$ cat config.mk
export PLATFORM = sky130hd
export DESIGN_NAME = chroma_hdec
export DESIGN_NICKNAME = d
export VERILOG_FILES = /design/src/rtl/crs_pkg.sv /design/src/rtl/crs_delay.sv /design/src/rtl/crs_phase_track.sv /design/src/rtl/crs_tap_window.sv /design/src/rtl/crs_mac_round.sv /design/src/rtl/chroma_hdec.sv
export SDC_FILE = /design/constraint.sdc
export NUM_CORES = 1
export LEC_CHECK = 0
export CORE_ASPECT_RATIO = 1.25
export CORE_MARGIN = 1.5
export CORE_UTILIZATION = 48
export DETAILED_ROUTE_END_ITERATION = 8
export DONT_BUFFER_PORTS = 1
export GPL_TIMING_DRIVEN = 1
export PLACE_DENSITY = 0.63
export REMOVE_ABC_BUFFERS = 1
export SETUP_SLACK_MARGIN = 0.15
export SLEW_MARGIN = 30
export SYNTH_ARGS = -nofsm -noshare
export SYNTH_HDL_FRONTEND = slang
export SYNTH_HIERARCHICAL = 1
export SYNTH_SLANG_ARGS = --single-unit
export TNS_END_PERCENT = 20
$ cat constraint.sdc
create_clock -name clk_i -period 4.59 [get_ports clk_i]
set_input_delay 0.6885 -clock clk_i [delete_from_list [all_inputs] [get_ports clk_i]]
set_output_delay 0.6885 -clock clk_i [all_outputs]
set_load 0.01 [all_outputs]
$ cat src/rtl/crs_pkg.sv
package crs_pkg;
  localparam int unsigned MAX_COEFS = 8;

  typedef int coef_tbl_t [MAX_COEFS];

  localparam coef_tbl_t DEFAULT_COEFS = '{1, 2, 1, 0, 0, 0, 0, 0};

  function automatic int unsigned path_latency(input bit drop, input int unsigned taps);
    return drop ? 4 : taps + 5;
  endfunction
endpackage

$ cat src/rtl/crs_delay.sv
module crs_delay #(
  parameter int unsigned WIDTH = 8,
  parameter int unsigned DEPTH = 4
) (
  input  logic             clk_i,
  input  logic             rst_ni,
  input  logic [WIDTH-1:0] d_i,
  output logic [WIDTH-1:0] q_o
);
  if (DEPTH == 0) begin : g_wire
    assign q_o = d_i;
  end else begin : g_pipe
    logic [DEPTH-1:0][WIDTH-1:0] pipe_q;
    always_ff @(posedge clk_i or negedge rst_ni) begin
      if (!rst_ni) begin
        pipe_q <= '0;
      end else begin
        pipe_q[0] <= d_i;
        for (int k = 1; k < DEPTH; k++) pipe_q[k] <= pipe_q[k-1];
      end
    end
    assign q_o = pipe_q[DEPTH-1];
  end
endmodule

$ cat src/rtl/crs_phase_track.sv
module crs_phase_track (
  input  logic clk_i,
  input  logic rst_ni,
  input  logic valid_i,
  input  logic vsync_i,
  output logic cr_slot_o,
  output logic vs_rise_o
);
  logic valid_q, vs_q, cb_next_q;

  assign vs_rise_o = vsync_i & ~vs_q;
  // restart on Cr at every rising edge of valid
  assign cr_slot_o = (valid_i & ~valid_q) | ~cb_next_q;

  always_ff @(posedge clk_i or negedge rst_ni) begin
    if (!rst_ni) begin
      valid_q   <= 1'b0;
      vs_q      <= 1'b0;
      cb_next_q <= 1'b0;
    end else begin
      valid_q <= valid_i;
      vs_q    <= vsync_i;
      if (vs_rise_o)    cb_next_q <= 1'b0;
      else if (valid_i) cb_next_q <= cr_slot_o;
    end
  end
endmodule

$ cat src/rtl/crs_tap_window.sv
module crs_tap_window #(
  parameter int unsigned       DATA_W   = 8,
  parameter int unsigned       NUM_TAPS = 3,
  parameter logic [DATA_W-1:0] PAD_VAL  = '0
) (
  input  logic                              clk_i,
  input  logic                              rst_ni,
  input  logic [DATA_W-1:0]                 sample_i,
  input  logic                              clear_i,
  output logic [NUM_TAPS-1:0][DATA_W-1:0]   win_o
);
  if (NUM_TAPS > 1) begin : g_hist
    logic [NUM_TAPS-2:0][DATA_W-1:0] hist_q;
    always_ff @(posedge clk_i or negedge rst_ni) begin
      if (!rst_ni) begin
        hist_q <= {(NUM_TAPS-1){PAD_VAL}};
      end else if (clear_i) begin
        hist_q <= {(NUM_TAPS-1){PAD_VAL}};
      end else begin
        hist_q[0] <= sample_i;
        for (int k = 1; k < NUM_TAPS - 1; k++) hist_q[k] <= hist_q[k-1];
      end
    end
    assign win_o = {hist_q, sample_i};
  end else begin : g_single
    assign win_o = sample_i;
  end
endmodule

$ cat src/rtl/crs_mac_round.sv
module crs_mac_round import crs_pkg::*; #(
  parameter int unsigned DATA_W   = 8,
  parameter int unsigned NUM_TAPS = 3,
  parameter int unsigned COEF_W   = 3,
  parameter coef_tbl_t   COEFS    = DEFAULT_COEFS
) (
  input  logic                            clk_i,
  input  logic                            rst_ni,
  input  logic [NUM_TAPS-1:0][DATA_W-1:0] win_i,
  output logic [DATA_W-1:0]               chroma_o,
  output logic                            over_o,
  output logic                            under_o
);
  localparam int unsigned ACC_W = DATA_W + COEF_W + $clog2(NUM_TAPS + 1) + 1;
  localparam int unsigned SHIFT = COEF_W - 1;
  localparam logic signed [ACC_W-1:0] HALF = ACC_W'((1 << SHIFT) >> 1);
  localparam logic signed [ACC_W-1:0] MAXV = {{(ACC_W-DATA_W){1'b0}}, {DATA_W{1'b1}}};

  logic signed [ACC_W-1:0] prod [NUM_TAPS];
  logic signed [ACC_W-1:0] sum, acc_q, rnd, shf;

  for (genvar i = 0; i < NUM_TAPS; i++) begin : g_tap
    localparam logic signed [ACC_W-1:0] K = ACC_W'(COEFS[i]);
    assign prod[i] = $signed({{(ACC_W-DATA_W){1'b0}}, win_i[i]}) * K;
  end

  always_comb begin
    sum = '0;
    for (int i = 0; i < NUM_TAPS; i++) sum = sum + prod[i];
  end

  assign rnd = acc_q + HALF;
  assign shf = rnd >>> SHIFT;

  always_ff @(posedge clk_i or negedge rst_ni) begin
    if (!rst_ni) begin
      acc_q    <= '0;
      chroma_o <= '0;
      over_o   <= 1'b0;
      under_o  <= 1'b0;
    end else begin
      acc_q    <= sum;
      chroma_o <= shf[DATA_W-1:0];
      over_o   <= shf > MAXV;
      under_o  <= shf[ACC_W-1];
    end
  end
endmodule

$ cat src/rtl/chroma_hdec.sv
module chroma_hdec import crs_pkg::*; #(
  parameter int unsigned       DATA_W    = 8,
  parameter int unsigned       NUM_TAPS  = 3,
  parameter int unsigned       COEF_W    = 3,
  parameter coef_tbl_t         COEFS     = DEFAULT_COEFS,
  parameter bit                DROP_MODE = 1'b0,
  parameter logic [DATA_W-1:0] PAD_VAL   = '0
) (
  input  logic              clk_i,
  input  logic              rst_ni,
  input  logic              valid_i,
  input  logic              hsync_i,
  input  logic              vsync_i,
  input  logic [DATA_W-1:0] luma_i,
  input  logic [DATA_W-1:0] cr_i,
  input  logic [DATA_W-1:0] cb_i,
  output logic              valid_o,
  output logic              hsync_o,
  output logic              vsync_o,
  output logic [DATA_W-1:0] luma_o,
  output logic [DATA_W-1:0] chroma_o,
  output logic              sat_o,
  output logic              sat_dir_o
);
  localparam int unsigned LAT = path_latency(DROP_MODE, NUM_TAPS);

  logic cr_slot, vs_rise;
  logic sat_raw, dir_raw;

  crs_phase_track u_phase (
    .clk_i     (clk_i),
    .rst_ni    (rst_ni),
    .valid_i   (valid_i),
    .vsync_i   (vsync_i),
    .cr_slot_o (cr_slot),
    .vs_rise_o (vs_rise)
  );

  crs_delay #(.WIDTH(DATA_W + 3), .DEPTH(LAT)) u_side_dly (
    .clk_i  (clk_i),
    .rst_ni (rst_ni),
    .d_i    ({luma_i, hsync_i, vsync_i, valid_i}),
    .q_o    ({luma_o, hsync_o, vsync_o, valid_o})
  );

  if (DROP_MODE) begin : g_drop
    logic [DATA_W-1:0] pick;
    assign pick = cr_slot ? cr_i : cb_i;
    crs_delay #(.WIDTH(DATA_W), .DEPTH(LAT)) u_ch_dly (
      .clk_i  (clk_i),
      .rst_ni (rst_ni),
      .d_i    (pick),
      .q_o    (chroma_o)
    );
    assign sat_raw = 1'b0;
    assign dir_raw = 1'b0;
  end else begin : g_fir
    logic [DATA_W-1:0] cr_s, cb_s, ch_r;
    logic [NUM_TAPS-1:0][DATA_W-1:0] cr_win, cb_win, sel_win;
    logic ov_r, un_r, ov_d, un_d;

    assign cr_s = valid_i ? cr_i : PAD_VAL;
    assign cb_s = valid_i ? cb_i : PAD_VAL;

    crs_tap_window #(.DATA_W(DATA_W), .NUM_TAPS(NUM_TAPS), .PAD_VAL(PAD_VAL)) u_cr_win (
      .clk_i    (clk_i),
      .rst_ni   (rst_ni),
      .sample_i (cr_s),
      .clear_i  (vs_rise),
      .win_o    (cr_win)
    );

    crs_tap_window #(.DATA_W(DATA_W), .NUM_TAPS(NUM_TAPS), .PAD_VAL(PAD_VAL)) u_cb_win (
      .clk_i    (clk_i),
      .rst_ni   (rst_ni),
      .sample_i (cb_s),
      .clear_i  (vs_rise),
      .win_o    (cb_win)
    );

    // one MAC serves both channels: only one slot is emitted per clock
    assign sel_win = cr_slot ? cr_win : cb_win;

    crs_mac_round #(.DATA_W(DATA_W), .NUM_TAPS(NUM_TAPS), .COEF_W(COEF_W), .COEFS(COEFS)) u_mac (
      .clk_i    (clk_i),
      .rst_ni   (rst_ni),
      .win_i    (sel_win),
      .chroma_o (ch_r),
      .over_o   (ov_r),
      .under_o  (un_r)
    );

    crs_delay #(.WIDTH(DATA_W + 2), .DEPTH(LAT - 2)) u_ch_dly (
      .clk_i  (clk_i),
      .rst_ni (rst_ni),
      .d_i    ({ch_r, ov_r, un_r}),
      .q_o    ({chroma_o, ov_d, un_d})
    );

    assign sat_raw = ov_d | un_d;
    assign dir_raw = un_d;
  end

  assign sat_o     = sat_raw & valid_o;
  assign sat_dir_o = dir_raw & valid_o;
endmodule

==> results of run 1 <==
[flip-flops by register name, summed over array words and instances, names as in the netlist]
| register | count |
|---|---|
| g_fir.u_mac/over_o | 1 |
| u_side_dly/g_pipe.pipe_q | 77 |
| g_fir.u_ch_dly/q_o | 10 |
| g_fir.u_mac/chroma_o | 8 |
| u_side_dly/q_o | 11 |
| u_phase/vs_q | 1 |
| u_phase/valid_q | 1 |
| g_fir.u_cb_win/win_o | 16 |
| g_fir.u_cr_win/win_o | 16 |
| u_phase/cb_next_q | 1 |
| g_fir.u_mac/acc_q | 9 |
| g_fir.u_ch_dly/g_pipe.pipe_q | 50 |
[how the worst min path moves through the flow]
stage	to	from	cells past startpoint	slack (ns)
floorplan	g_fir.u_ch_dly/g_pipe.pipe_q[10]	g_fir.u_ch_dly/g_pipe.pipe_q[0]	0	0.33
global placement	g_fir.u_ch_dly/g_pipe.pipe_q[24]	g_fir.u_ch_dly/g_pipe.pipe_q[14]	0	0.33
detailed placement	g_fir.u_ch_dly/g_pipe.pipe_q[13]	g_fir.u_ch_dly/g_pipe.pipe_q[3]	0	0.33
CTS	u_side_dly/q_o[3]	rst_ni	0	-0.12
global route	u_side_dly/q_o[3]	rst_ni	0	-0.13
finish	u_side_dly/q_o[3]	rst_ni	0	-0.1
[per-stage QoR]
step | setup WS, ns | setup TNS (ns) | util
2_1_floorplan | -0.960 | -6.13 | -
3_3_place_gp | 1.04 | 0 | 0.482
3_5_place_dp | 0.916 | 0 | 0.482
4_1_cts | 1.27 | 0 | 0.529
5_1_grt | 1.09 | 0 | 0.529
6_report | 1.27 | 0 | 0.529
[critical path, cell delays in order, from the launching register on]
cell and delay, ns:
dfrtp_1 0.38, o21ai_2 0.44, buf_4 0.41, mux2_2 0.39
fa_1 0.44, ha_1 0.37, a21o_1 0.20, a21o_2 0.22
a221oi_1 0.25, nand2_1 0.10
[layout make-up]
cell class,count,share of cell area
flip-flops and latches,201,0.688
multi-input cells,147,0.186
clock buffers,27,0.0775
well taps,175,0.0300
clock inverters,8,0.0111
inverters,11,0.00565
repair buffers,2,0.00205
[cells by family after synthesis]
| logic type | Yosys count |
|---|---|
| compound gates | 16 |
| xor+xnor | 11 |
| fa+ha+maj | 17 |
| buf+inv | 55 |
| flops | 201 |
| mux | 25 |
| other cells | 1 |
| simple gates | 77 |
[layer usage]
metal  wire length [um]  vias up  share of wire
li1                   -     1214              -
met1               2860     1356           0.38
met2               4010       63           0.54
met3                398       20          0.053
met4                217        0          0.029
met5                  0        -              0
[cells in the mapped netlist]
cell type    n  area, um^2
clkbuf_1     1        3.75
a21o_1       1        7.51
o21ai_1      1        5.00
nor3_1       1        5.00
xor2_1       4        35.0
nand4_1      1        6.26
nand2_1      4        15.0
mux2_4      20         300
a21o_2       1        8.76
mux2_2       4        45.0
nand3_1      7        35.0
inv_1       11        41.3
and3_1       1        6.26
dfrtp_1    201        5030
mux2i_1      1        10.0
nor4b_1      1        8.76
a22oi_1      1        7.51
a21oi_1      5        25.0
o21a_1       1        7.51
nor4_1       1        6.26
fa_1         8         160
nor2_1       7        26.3
o21ai_0      2        10.0
a211o_1      1        8.76
buf_6        3        33.8
buf_4       38         285
ha_1         9         113
nor2b_2     15         131
conb_1       1        3.75
a2111oi_0    1        8.76
nor3_2       1        10.0
buf_12       2        40.0
o21bai_1     1        7.51
xnor2_1      7        61.3
and2b_2     12         105
a221oi_1     1        8.76
and2_1      18         113
nor2b_1      8        50.1
[power by group]
| group | switching [uW] | internal [uW] |
|---|---|---|
| Clock | 615 | 925 |
| Combinational | 114 | 121 |
| Sequential | 112 | 2070 |
==> impl_metrics.csv, run 1 <==
group,metric,value,unit
cells_and_area,syn2layout_area_growth,7.74,%
cells_and_area,nFillCells,1147,
sta,setup_viol,0,
sta,relSlewSlack,0.646,
sta,post-route-period-util,0.724,
logic_synthesis,synth.distinct_cells,38,
clock_network,worstSkewPairLatency,0.48,ns
clock_network,ctsHtreeMaxLevel,1,
global_routing,grt_util_met2,0.200,
sta,finalClockSkew,0.0103,ns
die,core_region_area,13800,um^2
place,port_buffers,0,
logic_synthesis,synth_compound_area_frac,0.0155,
setup_path,worstReg2RegStart,"u_phase/valid_q",
logic_synthesis,synthMuxAreaShare,0.0524,
routing,vias_per_cell,4.65,
logic_synthesis,synthSimpleGateAreaFrac,0.0763,
setup_path,r2r_end,"g_fir.u_mac/acc_q[8]",
cells_and_area,drive_gt1_frac,0.225,
setup_path,arrival,3.67,ns
place,dp.final_hpwl,4250,um
place,placed_cells,536,
outcome,outcome,"finished with violations",
place,dpl_cell_area,6660,um^2
clock_network,clk_pin_slew_worst_paths,0.06,ns
clock_network,post_cts_resize_count,0,
outcome,violations,"hold timing",
cells_and_area,fin_nets,429,
die,io_pins,50,
sta,max_freq,0.301,GHz
die,rows,48,
die,start_util,0.491,
setup_path,cp_max_fo,17,
setup_path,r2r_slack,1.27,ns
clock_network,clockBufferDepth,3,
power,power_density,541,nW/um^2
setup_path,cp.required,4.94,ns
cells_and_area,antennaDiodeCount,0,
routing,wl_per_cell,13.1,um
routing,num_vias,2653,
power,vdd_drop_max,0.312,mV
global_routing,grt_busiest_layer,"met2",
logic_synthesis,ys_seq_area_frac,0.741,
logic_synthesis,synth_xor_area_frac,0.0142,
routing,wl,7490,um
job,maxCapViolations,0,
sta,slew_viol_final,0,
clock_network,post_cts_buffers,0,
power,total_power,3960,uW
sta,rsz0062_at_grt,"false",
global_routing,grt_pass1_vias,2885,
clock_network,cts.sinks,201,
global_routing,grt_max_degree,202,
routing,final_antenna_net_count,0,
setup_path,critPathLaunchType,"flip-flop",
logic_synthesis,syn_area,6790,um^2
global_routing,grt.met3_usage,0.0312,
setup_path,crit_start,"u_phase/valid_q",
setup_path,crit_end,"g_fir.u_mac/acc_q[8]",
place,place_congestion,0.715,
cells_and_area,multi_input_area,1360,um^2
logic_synthesis,yosysWarnings,6,
cells_and_area,final_area,7310,um^2
sta,min_period,3.32,ns
sta,worst_hold_slack,-0.0966,ns
clock_network,cts_tree,"yes",
setup_path,ff2ff_path_depth,9,
global_routing,grt_pass1_wl,13300,um
global_routing,grt_overflow,0,
die,die_w,109,um
logic_synthesis,synth_top_family_by_area,"simple AND/OR/NAND/NOR gates",
cells_and_area,mostFrequentLayoutCells,"dfrtp_1, mux2_4, clkbuf_16",
logic_synthesis,synthAdderAreaFrac,0.0402,
logic_synthesis,synthCells,403,
global_routing,met1_usage,0.131,
global_routing,grt_antenna_before_repair,0,
global_routing,grtUsageTotal,0.115,
power,total_leakage_power,0.00347,uW
cells_and_area,final_common_cell,"dfrtp_1",
routing,drtIter0Drc,119,
clock_network,cts-root-buf,"clkbuf_16",
die,dieArea,14900,um^2
cells_and_area,regArea,5030,um^2
sta,tightest_slew,0.531,ns
sta,finalHoldViolCount,201,
clock_network,cts_made_buffers,20,
logic_synthesis,avgSynthCellArea,16.8,um^2
cells_and_area,fin_cells,571,
logic_synthesis,synth-seq-cells,201,
setup_path,critPathKind,"flip-flop to flip-flop",
setup_path,cp-end-kind,"flip-flop",
die,dieHeight,136,um
routing,first_pass_iters,4,
hold_path,hold_path_class,"primary input to asynchronous set/reset pin",
routing,drc,0,
Note: power is estimated with default switching activity, not from simulation.
==> run 2: changes to the inputs <==
--- a/config.mk
+++ b/config.mk
@@ -5,6 +5,7 @@
 export SDC_FILE = /design/constraint.sdc
 export NUM_CORES = 1
 export LEC_CHECK = 0
+export ABC_AREA = 1
 export CORE_ASPECT_RATIO = 1.25
 export CORE_MARGIN = 1.5
 export CORE_UTILIZATION = 48
==> constraint.sdc (replaced) <==
create_clock -name clk_i -period 3.3 [get_ports clk_i]
set_input_delay 0.495 -clock clk_i [delete_from_list [all_inputs] [get_ports clk_i]]
set_output_delay 0.495 -clock clk_i [all_outputs]
set_load 0.01 [all_outputs]
==> run 2 against run 1 <==
Against the previous run: the flow still finishes with violations (hold timing); critical path depth increased by 5; cell area decreased by 0.24%; utilization decreased by 0.36 points; largest cell class unchanged.
==> impl_metrics.csv, run 2 <==
group,metric,value,unit
sta,worst_hold_slack,-0.287,ns
clock_network,clk_pin_slew_worst_paths,0.06,ns
place,port_buffers,0,
sta,slew_viol_final,0,
cells_and_area,drive_gt1_frac,0.0960,
sta,tns,0,ns
outcome,outcome,"finished with violations",
die,die_w,110,um
logic_synthesis,synth_area_leader_cell,"dfrtp_1",
sta,tightest_slew,0.558,ns
cells_and_area,reg_top3,"u_side_dly/g_pipe.pipe_q: 77 flops, g_fir.u_ch_dly/g_pipe.pipe_q: 50 flops",
sta,min_period,2.86,ns
setup_path,cp.required,3.67,ns
cells_and_area,syn2layout_area_growth,6.31,%
logic_synthesis,synth-seq-cells,201,
clock_network,cts.sinks,201,
clock_network,cts-root-buf,"clkbuf_16",
clock_network,post_cts_buffers,0,
logic_synthesis,yosysMostFrequentCell,"dfrtp_1",
setup_path,slowest_delay,0.52,ns
cells_and_area,final_common_cell,"dfrtp_1",
die,io_pins,50,
logic_synthesis,synth_edf_count,0,
die,rows,48,
sta,max_freq,0.350,GHz
setup_path,crit_chain,"o21ai_2, nand2_1, nand2_1, inv_1, fa_1, inv_1, ha_1, fa_1, nand2_1, nand2_1, nand3b_1, nand2_1, nand2_1, nand2_1",
sta,setup_viol,0,
sta,relSlewSlack,0.628,
routing,vias_per_cell,4.41,
outcome,violations,"hold timing",
cells_and_area,fin_nets,557,
clock_network,ctsHtreeMaxLevel,1,
place,placed_cells,664,
setup_path,crit_slowest_cell,"fa_1",
place,place_congestion,0.731,
logic_synthesis,synthFlopType,"dfrtp_1",
routing,drc,0,
die,core_region_area,13900,um^2
logic_synthesis,synthArstFlopShare,1.00,
global_routing,grt_max_degree,202,
logic_synthesis,yosysWarnings,6,
cells_and_area,regMostFlops,"u_side_dly/g_pipe.pipe_q",
die,start_util,0.494,
cells_and_area,nFillCells,1119,
cells_and_area,mostFrequentLayoutCells,"dfrtp_1, nand2_1, inv_1",
power,total_leakage_power,0.00380,uW
sta,finalHoldViolCount,201,
logic_synthesis,syn_area,6860,um^2
global_routing,grtUsageTotal,0.117,
power,power_density,739,nW/um^2
setup_path,path_common_cell,"nand2_1",
setup_path,cp_max_fo,11,
setup_path,ff2ff_path_depth,14,
routing,wl_per_cell,11.0,um
clock_network,post_cts_resize_count,0,
clock_network,cts_made_buffers,20,
logic_synthesis,ys_seq_area_frac,0.733,
routing,drtIter0Drc,130,
logic_synthesis,synth_area_leaders,"dfrtp_1, nand2_1, inv_1",
routing,final_antenna_net_count,0,
job,maxCapViolations,0,
logic_synthesis,synth.distinct_cells,24,
hold_path,hold_path_class,"primary input to asynchronous set/reset pin",
clock_network,clockBufferDepth,3,
setup_path,cp-end-kind,"flip-flop",
cells_and_area,fin_cells,696,
sta,finalClockSkew,0.00688,ns
routing,wl,7690,um
routing,first_pass_iters,4,
setup_path,arrival,3.22,ns
clock_network,cts_tree,"yes",
setup_path,critPathKind,"flip-flop to flip-flop",
die,dieHeight,137,um
logic_synthesis,synth_common_cells,"dfrtp_1, nand2_1, inv_1",
global_routing,grt_overflow,0,
place,dp.final_hpwl,4550,um
global_routing,grt_pass1_vias,3196,
routing,num_vias,3071,
die,dieArea,15000,um^2
logic_synthesis,synth_top_area_frac,0.733,
power,vdd_drop_max,0.519,mV
setup_path,r2r_slack,0.44,ns
sta,post-route-period-util,0.866,
logic_synthesis,avgSynthCellArea,12.8,um^2
sta,rsz0062_at_grt,"false",
global_routing,grt_antenna_before_repair,0,
clock_network,worstSkewPairLatency,0.48,ns
setup_path,r2r_end,"g_fir.u_mac/acc_q[9]",
setup_path,worstReg2RegStart,"u_phase/valid_q",
setup_path,critPathLaunchType,"flip-flop",
cells_and_area,antennaDiodeCount,0,
global_routing,grt_pass1_wl,13800,um
cells_and_area,largest_reg_flops,77,
logic_synthesis,synthCells,537,
run 2: cell count changes in the layout (fill, tap and decap cells not counted), moves of 7 or more:
cell | before | now
and2_1 | 18 | 0
nand2_1 | 4 | 115
nand2_2 | 0 | 10
nor2_1 | 7 | 30
inv_1 | 11 | 78
nor2_2 | 0 | 8
nor2b_1 | 7 | 0
nor2b_2 | 16 | 0
and2b_2 | 12 | 0
mux2_4 | 20 | 0
run 2: kinds of logic after synthesis:
group | after synthesis | synth area share
AOI/OAI and AO/OA | 4 | 0.00292
xor gates and xnor gates | 9 | 0.0115
adders and majority gates | 17 | 0.0398
buffers and inverters | 129 | 0.106
DFF | 201 | 0.733
other | 1 | 0.000547
and+or+nand+nor | 176 | 0.106
run 2: routing by layer:
layer | up-vias | global-route usage | wire length (um)
met3 | 15 | 0.0324 | 411
li1 | 1478 | - | -
met2 | 65 | 0.204 | 3980
met4 | 0 | 0.0527 | 209
met5 | - | 0 | 0
met1 | 1513 | 0.134 | 3090
run 2: critical path, delay by kind of cell (launching register included):
kind,cells,cell delay [ns]
and+or+nand+nor,8,0.65
buffers and inverters,2,0.09
AOI/OAI and AO/OA,1,0.48
adders and majority gates,3,1.15
DFF,1,0.39
run 2: worst max-delay path by stage:
stage / from / endpoint / cells after the start
after floorplan: valid_i / g_fir.u_mac/acc_q[9] / 15
after global placement: valid_i / g_fir.u_mac/acc_q[9] / 15
after detailed placement: valid_i / g_fir.u_mac/acc_q[9] / 15
after CTS: u_phase/valid_q / g_fir.u_mac/acc_q[9] / 14
after global routing: u_phase/valid_q / g_fir.u_mac/acc_q[9] / 14
final: u_phase/valid_q / g_fir.u_mac/acc_q[9] / 14
run 2: area by class of cell:
class	count	area [um^2]	share of cell area
flip-flops and latches	201	5030	0.690
multi-input cells	207	1100	0.151
clock buffers	27	568	0.0779
inverters	80	308	0.0422
well taps	175	219	0.0300
clock inverters	5	56.3	0.00772
repair buffers	1	7.51	0.00103
run 2: power breakdown:
part           leakage, uW  internal, uW  switching (uW)
Clock             0.000304          1280             837
Sequential         0.00246          2850             136
Combinational      0.00104           112             177
run 2: through the flow:
step	setup slack [ns]	hold WS, ns	instance area, um^2	total power, uW	utilization
final	0.444	-0.287	7290	5390	0.526
after global routing	0.190	-0.318	7290	5680	0.526
after CTS	0.449	-0.308	7290	5490	0.526
after detailed placement	0.326	0.203	6670	3330	0.481
after global placement	0.367	0.203	6670	3300	0.481
after floorplan	-0.761	0.199	6440	3240	-
==> run 3: changes to the inputs <==
--- a/config.mk
+++ b/config.mk
@@ -8,11 +8,11 @@
 export ABC_AREA = 1
 export CORE_ASPECT_RATIO = 1.25
 export CORE_MARGIN = 1.5
-export CORE_UTILIZATION = 48
+export CORE_UTILIZATION = 40
 export DETAILED_ROUTE_END_ITERATION = 8
 export DONT_BUFFER_PORTS = 1
 export GPL_TIMING_DRIVEN = 1
-export PLACE_DENSITY = 0.63
+export PLACE_DENSITY = 0.54
 export REMOVE_ABC_BUFFERS = 1
 export SETUP_SLACK_MARGIN = 0.15
 export SLEW_MARGIN = 30
==> run 3 against run 2 <==
Against the previous run: wire length increased by 5.7%; power increased by 6.0%; final cell count increased by 7.0%; largest power group unchanged; non-clock buffer count unchanged; the run still ends with hold timing left; utilization decreased by 8.0 points; largest cell class unchanged; clock-buffer cell count increased by 1; clock skew about the same.
==> impl_metrics.csv, run 3 (synthesis gave the netlist of run 2 again) <==
group,metric,value,unit
setup_path,cp_max_fo,9,
sta,post-route-period-util,0.848,
global_routing,grt_overflow,0,
power,power_density,765,nW/um^2
sta,tightest_slew,0.557,ns
clock_network,cts-root-buf,"clkbuf_16",
routing,wl,8130,um
sta,setup_viol,0,
hold_path,hold_path_class,"primary input to asynchronous set/reset pin",
clock_network,cts_tree,"yes",
place,port_buffers,0,
global_routing,grtUsageTotal,0.101,
routing,num_vias,3032,
clock_network,clockBufferDepth,3,
setup_path,critPathLaunchType,"flip-flop",
global_routing,grt_antenna_before_repair,0,
clock_network,ctsHtreeMaxLevel,1,
die,dieArea,18000,um^2
place,dp.final_hpwl,4720,um
routing,drc,0,
die,start_util,0.409,
die,core_region_area,16800,um^2
routing,final_antenna_net_count,0,
cells_and_area,drive_gt1_frac,0.110,
setup_path,critPathKind,"flip-flop to flip-flop",
setup_path,worstReg2RegStart,"u_phase/valid_q",
power,total_power,5710,uW
cells_and_area,fin_nets,558,
clock_network,post_cts_buffers,0,
sta,rsz0062_at_grt,"false",
setup_path,arrival,3.16,ns
cells_and_area,mostFrequentLayoutCells,"dfrtp_1, nand2_1, inv_1",
outcome,violations,"hold timing",
routing,wl_per_cell,10.9,um
sta,min_period,2.80,ns
clock_network,cts_made_buffers,21,
sta,relSlewSlack,0.628,
setup_path,cp.required,3.66,ns
clock_network,clk_pin_slew_worst_paths,0.06,ns
power,vdd_drop_max,0.374,mV
cells_and_area,reg_top3,"u_side_dly/g_pipe.pipe_q: 77 flops, g_fir.u_ch_dly/g_pipe.pipe_q: 50 flops",
clock_network,worstSkewPairLatency,0.48,ns
job,maxCapViolations,0,
die,io_pins,50,
die,rows,53,
cells_and_area,syn2layout_area_growth,8.94,%
clock_network,cts.sinks,201,
setup_path,ff2ff_path_depth,14,
global_routing,grt_pass1_wl,14700,um
die,dieHeight,149,um
sta,tns,0,ns
sta,worst_hold_slack,-0.287,ns
sta,finalClockSkew,0.00644,ns
setup_path,cp-end-kind,"flip-flop",
sta,max_freq,0.357,GHz
outcome,outcome,"finished with violations",
sta,finalHoldViolCount,201,
routing,vias_per_cell,4.07,
routing,drtIter0Drc,147,
setup_path,r2r_slack,0.50,ns
cells_and_area,antennaDiodeCount,0,
clock_network,post_cts_resize_count,0,
die,die_w,120,um
routing,first_pass_iters,6,
cells_and_area,regMostFlops,"u_side_dly/g_pipe.pipe_q",
cells_and_area,final_common_cell,"dfrtp_1",
sta,slew_viol_final,0,
power,total_leakage_power,0.00386,uW
global_routing,grt_max_degree,202,
global_routing,grt_pass1_vias,3285,
cells_and_area,largest_reg_flops,77,
place,place_congestion,0.729,
cells_and_area,final_core_util,0.445,
setup_path,r2r_end,"g_fir.u_mac/acc_q[9]",
run 3: worst max-delay path by stage:
stage                          startpoint                   end  slack, ns
final                     u_phase/valid_q  g_fir.u_mac/acc_q[9]       0.50
after global routing      u_phase/valid_q  g_fir.u_mac/acc_q[7]       0.20
after CTS                 u_phase/valid_q  g_fir.u_mac/acc_q[9]       0.47
after detailed placement          valid_i  g_fir.u_mac/acc_q[9]       0.35
after global placement            valid_i  g_fir.u_mac/acc_q[9]       0.42
after floorplan                   valid_i  g_fir.u_mac/acc_q[9]      -0.76
run 3: metrics by stage:
stage	worst slack [ns]	area [um^2]	std cells
after floorplan	-0.761	6440	488
after global placement	0.417	6730	709
after detailed placement	0.354	6730	709
after CTS	0.474	7470	745
after global routing	0.205	7470	745
final	0.503	7470	745
run 3: area by class of cell:
type,instances,area [um^2]
clock inverters,8,126
well taps,220,275
inverters,80,308
multi-input cells,207,1100
flip-flops and latches,201,5030
repair buffers,1,7.51
fillers,1501,9300
clock buffers,28,622
run 3: routing by layer:
layer | vias to the layer above | share of wire | track usage
met3 | 19 | 0.060 | 0.0274
li1 | 1476 | - | -
met4 | 0 | 0.026 | 0.0417
met5 | - | 0 | 0
met1 | 1472 | 0.39 | 0.118
met2 | 65 | 0.52 | 0.174
run 3: power by group:
group          internal [uW]  switching [uW]
Clock                   1560             885
Sequential              2850             138
Combinational            112             174
run 3: critical path, stage by stage, from the launching register on:
cell	delay (ns)
dfrtp_1	0.39
o21ai_2	0.45
nand2_1	0.09
nand2_1	0.09
inv_1	0.05
fa_1	0.52
inv_1	0.04
ha_1	0.21
fa_1	0.40
nand2_1	0.09
nand2_1	0.07
nand3b_1	0.10
nand2_1	0.08
nand2_1	0.06
nand2_1	0.05
